`src/rtl/fseq_pkg.sv`:
```
// Shared constants and types for the SPI flash byte-access sequencer.
// Assumes a byte-wide register window with byte offsets.
package fseq_pkg;

    localparam int ADDR_BYTES = 4;
    localparam int ADDR_W     = ADDR_BYTES * 8;

    // Register offsets seen by the host
    localparam logic [7:0] OFS_CMD     = 8'h00;
    localparam logic [7:0] OFS_RDATA   = 8'h0C;
    localparam logic [7:0] OFS_ADDR0   = 8'h10;
    localparam logic [7:0] OFS_ADDR1   = 8'h14;
    localparam logic [7:0] OFS_ADDR2   = 8'h18;
    localparam logic [7:0] OFS_WDATA   = 8'h1C;
    localparam logic [7:0] OFS_OP_STD  = 8'h2C;
    localparam logic [7:0] OFS_OP_QUAD = 8'h30;
    localparam logic [7:0] OFS_CFG     = 8'h60;
    localparam logic [7:0] OFS_LOCK    = 8'hC4;
    localparam logic [7:0] OFS_ADDR3   = 8'hC8;
    localparam logic [7:0] OFS_MODE    = 8'hCC;

    // Host command codes and unlock key
    localparam logic [7:0] CMD_RD     = 8'h81;
    localparam logic [7:0] CMD_WR     = 8'h90;
    localparam logic [7:0] UNLOCK_KEY = 8'h30;

    // Flash opcodes the write sequence issues itself
    localparam logic [7:0] FL_WREN = 8'h06;
    localparam logic [7:0] FL_PROG = 8'h02;
    localparam logic [7:0] FL_STAT = 8'h05;

    typedef enum logic [1:0] {LANE_1, LANE_2, LANE_4} lane_e;
    typedef enum logic [1:0] {SEG_TX, SEG_RX, SEG_DUMMY} seg_e;

    typedef struct packed {
        logic quad;
        logic dual;
        logic four_byte;
        logic fast;
    } rd_cfg_t;

    // Offset of address byte i (byte 3 sits apart from the others)
    function automatic logic [7:0] addr_ofs(input int i);
        case (i)
            0:       return OFS_ADDR0;
            1:       return OFS_ADDR1;
            2:       return OFS_ADDR2;
            default: return OFS_ADDR3;
        endcase
    endfunction

endpackage

```
`src/rtl/fseq_regs.sv`:
```
// Host register window: address counter, opcode slots, mode, lock and
// command register. Assumes writes are single-cycle strobes; every write
// that arrives while a command runs is dropped.
module fseq_regs
    import fseq_pkg::*;
(
    input  logic              clk,
    input  logic              rst_n,
    input  logic              reg_wr,
    input  logic [7:0]        reg_addr,
    input  logic [7:0]        reg_wdata,
    output logic [7:0]        reg_rdata,
    input  logic              cmd_done,
    input  logic [7:0]        rx_byte,
    output logic              busy,
    output logic              cmd_start,
    output logic              start_is_wr,
    output logic              unlocked,
    output logic [ADDR_W-1:0] cur_addr,
    output logic [7:0]        wr_byte,
    output logic [7:0]        op_std,
    output logic [7:0]        op_quad,
    output rd_cfg_t           rd_cfg
);

    logic [7:0] cmd_q;
    logic [7:0] rdata_q;
    logic [7:0] lock_q;
    logic       fast_q;
    logic       dual_q;
    logic       quad_q;
    logic       wide_q;
    logic       host_wr;
    logic       code_ok;

    // Qualify host writes and decode a command launch
    always_comb begin
        host_wr     = reg_wr && !busy;
        code_ok     = (reg_wdata == CMD_RD) || (reg_wdata == CMD_WR);
        unlocked    = (lock_q == UNLOCK_KEY);
        cmd_start   = host_wr && (reg_addr == OFS_CMD) && unlocked && code_ok;
        start_is_wr = (reg_wdata == CMD_WR);
        rd_cfg      = '{quad: quad_q, dual: dual_q, four_byte: wide_q, fast: fast_q};
    end

    // Register state, command tracking and address advance
    always_ff @(posedge clk) begin
        if (!rst_n) begin
            busy     <= 1'b0;
            cmd_q    <= '0;
            rdata_q  <= '0;
            lock_q   <= '0;
            fast_q   <= 1'b0;
            dual_q   <= 1'b0;
            quad_q   <= 1'b0;
            wide_q   <= 1'b0;
            cur_addr <= '0;
            wr_byte  <= '0;
            op_std   <= '0;
            op_quad  <= '0;
        end else begin
            if (cmd_start) begin
                busy  <= 1'b1;
                cmd_q <= reg_wdata;
            end else if (cmd_done) begin
                busy     <= 1'b0;
                cur_addr <= cur_addr + 1'b1;
                if (cmd_q != CMD_WR) rdata_q <= rx_byte;
            end
            if (host_wr) begin
                for (int i = 0; i < ADDR_BYTES; i++) begin
                    if (reg_addr == addr_ofs(i)) cur_addr[i*8 +: 8] <= reg_wdata;
                end
                case (reg_addr)
                    OFS_WDATA:   wr_byte <= reg_wdata;
                    OFS_OP_STD:  op_std  <= reg_wdata;
                    OFS_OP_QUAD: op_quad <= reg_wdata;
                    OFS_CFG:     fast_q  <= reg_wdata[0];
                    OFS_LOCK:    lock_q  <= reg_wdata;
                    OFS_MODE: begin
                        dual_q <= reg_wdata[0];
                        quad_q <= reg_wdata[2];
                        wide_q <= reg_wdata[4];
                    end
                    default: ;
                endcase
            end
        end
    end

    // Read-back multiplexer
    always_comb begin
        reg_rdata = '0;
        for (int i = 0; i < ADDR_BYTES; i++) begin
            if (reg_addr == addr_ofs(i)) reg_rdata = cur_addr[i*8 +: 8];
        end
        case (reg_addr)
            OFS_CMD:     reg_rdata = busy ? cmd_q : 8'h00;
            OFS_RDATA:   reg_rdata = rdata_q;
            OFS_WDATA:   reg_rdata = wr_byte;
            OFS_OP_STD:  reg_rdata = op_std;
            OFS_OP_QUAD: reg_rdata = op_quad;
            OFS_CFG:     reg_rdata = {7'b0, fast_q};
            OFS_LOCK:    reg_rdata = lock_q;
            OFS_MODE:    reg_rdata = {3'b0, wide_q, 1'b0, quad_q, 1'b0, dual_q};
            default: ;
        endcase
    end

    AST_ADDR_FROZEN: assert property (@(posedge clk) disable iff (!rst_n)
        busy && $past(busy) |-> $stable(cur_addr));
    AST_ADDR_STEP: assert property (@(posedge clk) disable iff (!rst_n)
        $past(cmd_done) && $past(busy) |-> cur_addr == $past(cur_addr) + 1'b1);

endmodule

```
`src/rtl/fseq_shifter.sv`:
```
// Serial segment engine: runs one run of mode-0 clocks that either shifts
// out bits on IO0, idles (dummy), or samples 1, 2 or 4 lines. Assumes a
// new segment is requested only once the previous one has finished.
module fseq_shifter
    import fseq_pkg::*;
#(
    parameter int SCK_HALF = 2
) (
    input  logic        clk,
    input  logic        rst_n,
    input  logic        seg_start,
    input  seg_e        seg_kind,
    input  lane_e       seg_lanes,
    input  logic [5:0]  seg_clks,
    input  logic [31:0] seg_data,
    input  logic [3:0]  io_in,
    output logic        sck,
    output logic        mosi,
    output logic        mosi_oe,
    output logic [7:0]  rx_byte,
    output logic        seg_done
);

    localparam int HALF_W = (SCK_HALF > 1) ? $clog2(SCK_HALF) : 1;
    localparam logic [HALF_W-1:0] HALF_LAST = HALF_W'(SCK_HALF - 1);

    logic              active;
    logic [HALF_W-1:0] half_cnt;
    logic [5:0]        clk_cnt;
    logic [5:0]        clks_q;
    logic [31:0]       tx_sh;
    seg_e              kind_q;
    lane_e             lanes_q;

    // Output decode: only transmit segments drive IO0
    always_comb begin
        mosi    = tx_sh[31];
        mosi_oe = active && (kind_q == SEG_TX);
    end

    // Clock generation, bit shifting and sampling
    always_ff @(posedge clk) begin
        if (!rst_n) begin
            active   <= 1'b0;
            half_cnt <= '0;
            clk_cnt  <= '0;
            clks_q   <= '0;
            tx_sh    <= '0;
            kind_q   <= SEG_DUMMY;
            lanes_q  <= LANE_1;
            sck      <= 1'b0;
            rx_byte  <= '0;
            seg_done <= 1'b0;
        end else begin
            seg_done <= 1'b0;
            if (seg_start) begin
                active   <= 1'b1;
                half_cnt <= '0;
                clk_cnt  <= '0;
                clks_q   <= seg_clks;
                tx_sh    <= seg_data;
                kind_q   <= seg_kind;
                lanes_q  <= seg_lanes;
                sck      <= 1'b0;
            end else if (active) begin
                if (half_cnt == HALF_LAST) begin
                    half_cnt <= '0;
                    if (!sck) begin
                        sck <= 1'b1;
                        if (kind_q == SEG_RX) begin
                            case (lanes_q)
                                LANE_1:  rx_byte <= {rx_byte[6:0], io_in[1]};
                                LANE_2:  rx_byte <= {rx_byte[5:0], io_in[1:0]};
                                default: rx_byte <= {rx_byte[3:0], io_in[3:0]};
                            endcase
                        end
                    end else begin
                        sck   <= 1'b0;
                        tx_sh <= {tx_sh[30:0], 1'b0};
                        if (clk_cnt == clks_q - 6'd1) begin
                            active   <= 1'b0;
                            seg_done <= 1'b1;
                        end else begin
                            clk_cnt <= clk_cnt + 6'd1;
                        end
                    end
                end else begin
                    half_cnt <= half_cnt + 1'b1;
                end
            end
        end
    end

    AST_SEG_NO_OVERLAP: assert property (@(posedge clk) disable iff (!rst_n)
        seg_start |-> !active);
    AST_DONE_CLK_LOW: assert property (@(posedge clk) disable iff (!rst_n)
        seg_done |-> !sck && !active);

endmodule

```
`src/rtl/fseq_ctrl.sv`:
```
// Command sequencer: turns a host read or write command into chip-select
// frames made of shifter segments, including the status poll after a
// program. Assumes configuration inputs are stable while a command runs.
module fseq_ctrl
    import fseq_pkg::*;
(
    input  logic              clk,
    input  logic              rst_n,
    input  logic              cmd_start,
    input  logic              start_is_wr,
    input  logic [ADDR_W-1:0] cur_addr,
    input  logic [7:0]        wr_byte,
    input  logic [7:0]        op_std,
    input  logic [7:0]        op_quad,
    input  rd_cfg_t           rd_cfg,
    input  logic              seg_done,
    input  logic              flash_busy,
    output logic              seg_start,
    output seg_e              seg_kind,
    output lane_e             seg_lanes,
    output logic [5:0]        seg_clks,
    output logic [31:0]       seg_data,
    output logic              cs_n,
    output logic              cmd_done
);

    typedef enum logic [3:0] {
        ST_IDLE, ST_RD_OP, ST_RD_ADR, ST_RD_DMY, ST_RD_DAT,
        ST_WE_OP, ST_WE_GAP, ST_PP_OP, ST_PP_ADR, ST_PP_DAT, ST_PP_GAP,
        ST_SR_OP, ST_SR_DAT, ST_SR_GAP, ST_FIN
    } st_e;

    st_e  state, state_n;
    logic launched;
    logic in_seg;
    logic needs_dummy;
    logic [31:0] addr_field;

    // Frame decode: which states carry a segment, chip select, completion
    always_comb begin
        in_seg = !(state inside {ST_IDLE, ST_WE_GAP, ST_PP_GAP, ST_SR_GAP, ST_FIN});
        cs_n   = !in_seg;
        cmd_done    = (state == ST_FIN);
        seg_start   = in_seg && !launched;
        needs_dummy = rd_cfg.fast || rd_cfg.dual || rd_cfg.quad;
        addr_field  = rd_cfg.four_byte ? cur_addr : {cur_addr[23:0], 8'h00};
    end

    // Segment description for the current state
    always_comb begin
        seg_kind  = SEG_TX;
        seg_lanes = LANE_1;
        seg_clks  = 6'd8;
        seg_data  = '0;
        case (state)
            ST_RD_OP:  seg_data = {(rd_cfg.quad ? op_quad : op_std), 24'h0};
            ST_RD_ADR, ST_PP_ADR: begin
                seg_clks = rd_cfg.four_byte ? 6'd32 : 6'd24;
                seg_data = addr_field;
            end
            ST_RD_DMY: seg_kind = SEG_DUMMY;
            ST_RD_DAT: begin
                seg_kind = SEG_RX;
                if (rd_cfg.quad) begin
                    seg_lanes = LANE_4;
                    seg_clks  = 6'd2;
                end else if (rd_cfg.dual) begin
                    seg_lanes = LANE_2;
                    seg_clks  = 6'd4;
                end
            end
            ST_WE_OP:  seg_data = {FL_WREN, 24'h0};
            ST_PP_OP:  seg_data = {FL_PROG, 24'h0};
            ST_PP_DAT: seg_data = {wr_byte, 24'h0};
            ST_SR_OP:  seg_data = {FL_STAT, 24'h0};
            ST_SR_DAT: seg_kind = SEG_RX;
            default: ;
        endcase
    end

    // Next-state selection
    always_comb begin
        state_n = state;
        case (state)
            ST_IDLE:   if (cmd_start) state_n = start_is_wr ? ST_WE_OP : ST_RD_OP;
            ST_RD_OP:  if (seg_done) state_n = ST_RD_ADR;
            ST_RD_ADR: if (seg_done) state_n = needs_dummy ? ST_RD_DMY : ST_RD_DAT;
            ST_RD_DMY: if (seg_done) state_n = ST_RD_DAT;
            ST_RD_DAT: if (seg_done) state_n = ST_FIN;
            ST_WE_OP:  if (seg_done) state_n = ST_WE_GAP;
            ST_WE_GAP: state_n = ST_PP_OP;
            ST_PP_OP:  if (seg_done) state_n = ST_PP_ADR;
            ST_PP_ADR: if (seg_done) state_n = ST_PP_DAT;
            ST_PP_DAT: if (seg_done) state_n = ST_PP_GAP;
            ST_PP_GAP: state_n = ST_SR_OP;
            ST_SR_OP:  if (seg_done) state_n = ST_SR_DAT;
            ST_SR_DAT: if (seg_done) state_n = flash_busy ? ST_SR_GAP : ST_FIN;
            ST_SR_GAP: state_n = ST_SR_OP;
            ST_FIN:    state_n = ST_IDLE;
            default:   state_n = ST_IDLE;
        endcase
    end

    // State register and one-launch-per-segment tracking
    always_ff @(posedge clk) begin
        if (!rst_n) begin
            state    <= ST_IDLE;
            launched <= 1'b0;
        end else begin
            state <= state_n;
            if (seg_start)     launched <= 1'b1;
            else if (seg_done) launched <= 1'b0;
        end
    end

    AST_START_FROM_IDLE: assert property (@(posedge clk) disable iff (!rst_n)
        cmd_start |-> state == ST_IDLE);
    AST_FIN_AFTER_SEG: assert property (@(posedge clk) disable iff (!rst_n)
        cmd_done |-> $past(seg_done));

endmodule

```
`src/rtl/spi_byte_seq.sv`:
```
// Top of the SPI flash byte-access sequencer: register window, command
// sequencer and serial segment engine. Assumes a mode-0 flash on the IO
// lines and a host that polls the command register for completion.
module spi_byte_seq
    import fseq_pkg::*;
#(
    parameter int SCK_HALF = 2
) (
    input  logic       clk,
    input  logic       rst_n,
    input  logic       reg_wr,
    input  logic [7:0] reg_addr,
    input  logic [7:0] reg_wdata,
    output logic [7:0] reg_rdata,
    output logic       spi_cs_n,
    output logic       spi_sck,
    output logic [3:0] spi_io_out,
    output logic [3:0] spi_io_oe,
    input  logic [3:0] spi_io_in
);

    logic              busy, cmd_start, start_is_wr, unlocked, cmd_done;
    logic [ADDR_W-1:0] cur_addr;
    logic [7:0]        wr_byte, op_std, op_quad, rx_byte;
    rd_cfg_t           rd_cfg;
    logic              seg_start, seg_done, mosi, mosi_oe;
    seg_e              seg_kind;
    lane_e             seg_lanes;
    logic [5:0]        seg_clks;
    logic [31:0]       seg_data;

    fseq_regs u_regs (
        .clk(clk), .rst_n(rst_n), .reg_wr(reg_wr), .reg_addr(reg_addr),
        .reg_wdata(reg_wdata), .reg_rdata(reg_rdata), .cmd_done(cmd_done),
        .rx_byte(rx_byte), .busy(busy), .cmd_start(cmd_start),
        .start_is_wr(start_is_wr), .unlocked(unlocked), .cur_addr(cur_addr),
        .wr_byte(wr_byte), .op_std(op_std), .op_quad(op_quad), .rd_cfg(rd_cfg)
    );

    fseq_ctrl u_ctrl (
        .clk(clk), .rst_n(rst_n), .cmd_start(cmd_start), .start_is_wr(start_is_wr),
        .cur_addr(cur_addr), .wr_byte(wr_byte), .op_std(op_std), .op_quad(op_quad),
        .rd_cfg(rd_cfg), .seg_done(seg_done), .flash_busy(rx_byte[0]),
        .seg_start(seg_start), .seg_kind(seg_kind), .seg_lanes(seg_lanes),
        .seg_clks(seg_clks), .seg_data(seg_data), .cs_n(spi_cs_n), .cmd_done(cmd_done)
    );

    fseq_shifter #(.SCK_HALF(SCK_HALF)) u_shift (
        .clk(clk), .rst_n(rst_n), .seg_start(seg_start), .seg_kind(seg_kind),
        .seg_lanes(seg_lanes), .seg_clks(seg_clks), .seg_data(seg_data),
        .io_in(spi_io_in), .sck(spi_sck), .mosi(mosi), .mosi_oe(mosi_oe),
        .rx_byte(rx_byte), .seg_done(seg_done)
    );

    // Only IO0 is ever driven by the block
    always_comb begin
        spi_io_out = {3'b000, mosi};
        spi_io_oe  = {3'b000, mosi_oe};
    end

    AST_LOCKED_QUIET: assert property (@(posedge clk) disable iff (!rst_n)
        !unlocked |-> spi_cs_n);
    AST_DONE_ONLY_BUSY: assert property (@(posedge clk) disable iff (!rst_n)
        cmd_done |-> busy);
    AST_CS_HIGH_SCK_LOW: assert property (@(posedge clk) disable iff (!rst_n)
        spi_cs_n |-> !spi_sck && spi_io_oe == 4'h0);

endmodule

```
`config.mk`:
```
export PLATFORM = sky130hd
export DESIGN_NAME = spi_byte_seq
export DESIGN_NICKNAME = d
export VERILOG_FILES = /design/src/rtl/fseq_pkg.sv /design/src/rtl/fseq_regs.sv /design/src/rtl/fseq_shifter.sv /design/src/rtl/fseq_ctrl.sv /design/src/rtl/spi_byte_seq.sv
export SDC_FILE = /design/constraint.sdc
export NUM_CORES = 1
export LEC_CHECK = 0
export BUFFER_PORTS_ARGS = -buffer_cell sky130_fd_sc_hd__buf_2
export CAP_MARGIN = 20
export CORE_ASPECT_RATIO = 0.75
export CORE_UTILIZATION = 30
export CTS_BUF_LIST = sky130_fd_sc_hd__clkbuf_4 sky130_fd_sc_hd__clkbuf_8
export DETAILED_ROUTE_END_ITERATION = 16
export GPL_TIMING_DRIVEN = 0
export PLACE_DENSITY = 0.51
export SYNTH_ARGS = -nofsm -noshare
export SYNTH_HDL_FRONTEND = slang
export SYNTH_HIERARCHICAL = 1
export SYNTH_SLANG_ARGS = --single-unit
```
`constraint.sdc`:
```
create_clock -name clk -period 5.9 [get_ports clk]
set_clock_uncertainty 0.2 [all_clocks]
set_input_delay 1.18 -clock clk [delete_from_list [all_inputs] [get_ports clk]]
set_output_delay 1.18 -clock clk [all_outputs]
set_load 0.005 [all_outputs]
```
==> impl_metrics.ini <==
[outcome]
status = completed

[detailed_routing]
route.detailed.drc = 0
top_layer = met4
wl_met2_mm = 11.64
wire_per_inst_um = 19.21
wl_met1_mm = 15.11
num_vias = 8120
routed-wl-met3_mm = 2.063
drt_first_pass_iters = 7
ant_nets = 0
drtIter0Drc = 697
vias_per_cell = 5.335
totalWireLength_mm = 29.24

[pwr]
power.share.switching_pct = 26.22
p_int_uw = 1649
clkPwrFrac_pct = 42.4
pwr-share-seq_pct = 46.4
power_density_nw_per_um2 = 226.1
comb_power_share_pct = 11.3
power_switching_uw = 586.3
leakagePower_uw = 0.003675
ir_drop_uv = 168.4

[critical_path]
reg2regPathDepth = 10
cp-start-kind = input port
cp_top_family = buffers and inverters
timing.critical_path.from = reg_addr[5]
worstPathRequired_ns = 4.52
worst_path_max_delay_cell = a221oi_1
r2r_end = u_regs/cur_addr[22]
cp.arrival_ns = 3.64
cp_cell_sequence = buf_2, clkbuf_1, nor2b_1, and2_1, clkbuf_1, nand2_1, nor2_1, a221oi_1, a21oi_1, buf_2
r2r_start = u_ctrl/state[2]
worstPathBufferInverterCount = 4
end_kind = output port
r2r_setup_slack_ns = 2.40
criticalPathCategory = input port to output port
critical_path.max_stage_delay_ns = 0.56
worstPathMaxFanout = 10

[die]
start_util_pct = 30.96
design.die.area_um2 = 29990
floorplan.die.height_um = 150.2
num_rows = 53
ios = 41
die_w_um = 199.6
core_area_um2 = 28380

[grt]
grt-ovfl-total = 0
grt_first_pass_wirelength_mm = 45.84
grt_max_degree = 17
grt_util_all_layers_pct = 20.41
grt_antenna_before_repair = 0
first_global_vias = 7616

[timing]
slew_viol_final = 0
layout_min_cycle_time_ns = 5.022
relSlewSlack_pct = 35.41
setup_viol = 0
rsz0062_at_grt = no
finalHoldViolCount = 0
fin_ws_ns = 0.8783
tns_ns = 0
max_freq_ghz = 0.1991
tightest_slew_ns = 0.9688
fin_crit_sh_pct = 85.11

[synthesis]
yosys_warnings = 6
syn_inst = 1074
syn_area_um2 = 8787
avgSynthCellArea_um2 = 8.182

[clocking]
cts.repair.resized = 0
cts.clk_slew.worst_paths_ns = 0.08
clockBufferDepth = 2
cts_setup_buffers = 0
numCtsBuffers = 17
insertion_delay_ns = 0.49
root_buffer = clkbuf_8
cts-htree-levels = 4
postCtsHoldBufs = 0
cts.sinks = 150
cts_tree = done

[final_layout]
fin_nets = 1151
antenna_cells = 0
area_growth_syn_to_layout_pct = 12.53
final_layout_size_suffix_gt1_share_pct = 10.47
final_cell_mix = 150 x dfxtp_1, 125 x nand2_1, 102 x mux2i_1
final_core_util_pct = 34.84
final_common_cell = dfxtp_1

[min_path]
hp-start = u_regs/rdata_q[4]
hold_end = u_regs/rdata_q[4]
holdPathStages = 2
hp-class = flip-flop to flip-flop

[place]
dp_hpwl_mm = 21.64
port_buffers = 25
gp_congestion = 0.9377
dpl_worst_slack_ns = 1.052

[job]
maxCapViolCount = 0
==> area by class of cell <==
| cell class | count | area, um2 |
|---|---|---|
| inverter | 9 | 33.78 |
| fill | 3084 | 18490 |
| multi-input combinational | 826 | 5279 |
| sequential | 150 | 3003 |
| tap | 385 | 481.7 |
| timing repair buffer | 27 | 137.6 |
| clock inverter | 9 | 172.7 |
| buffer | 94 | 490.5 |
| clock buffer | 22 | 290.3 |
==> flip-flops by register name (all words and copies together) (netlist names), 4 cells and up <==
| name | count |
|---|---|
| u_regs/cur_addr | 32 |
| u_shift/tx_sh | 32 |
| u_regs/cmd_q | 8 |
| u_regs/lock_q | 8 |
| u_regs/op_quad | 8 |
| u_regs/op_std | 8 |
| u_regs/rdata_q | 8 |
| u_regs/wr_byte | 8 |
| u_shift/rx_byte | 8 |
| u_shift/clk_cnt | 6 |
| u_shift/clks_q | 6 |
| u_ctrl/state | 4 |
==> per-stage QoR <==
step | area, um2 | total power [uW] | hold WS [ns] | cells
final | 9888 | 2236 | 0.2673 | 1522
after CTS | 9881 | 2263 | 0.2696 | 1521
after global routing | 9888 | 2340 | 0.2982 | 1522
after floorplan | 8806 | 1232 | 0.2286 | 1079
after global placement | 9413 | 1310 | 0.2544 | 1489
after detailed placement | 9418 | 1311 | 0.2586 | 1490
==> power groups by stage <==
stage | sequential (uW) | combinational, uW | clock, uW
2_1_floorplan | 1060 | 175 | 0
3_3_place_gp | 1060 | 249 | 0
3_5_place_dp | 1060 | 250 | 0
4_1_cts | 1040 | 250 | 976
5_1_grt | 1040 | 278 | 1020
6_report | 1040 | 252 | 947
==> worst reg2reg max path, cell delays in order (launching register included) <==
cell and delay [ns]:
dfxtp_1 0.33, buf_6 0.12, clkbuf_1 0.35, inv_1 0.20, nor2_1 0.25, and3_1 0.48
nand4_1 0.36, clkbuf_1 0.40, nor4_1 0.45, xnor2_1 0.16, a21oi_1 0.08
==> per-layer routing <==
layer	up-vias	GRT usage [%]
met3	28	4.391
met2	274	28.06
met1	3893	31.43
met4	0	5.038
met5	-	0
li1	3925	-
==> worst max-delay path by stage <==
stage | to | depth (start not counted)
final | reg_rdata[5] | 10
after global routing | reg_rdata[2] | 10
after floorplan | reg_rdata[3] | 8
after detailed placement | reg_rdata[2] | 10
after CTS | reg_rdata[2] | 10
after global placement | reg_rdata[2] | 10
No activity file was read; power rests on OpenSTA's default activity.
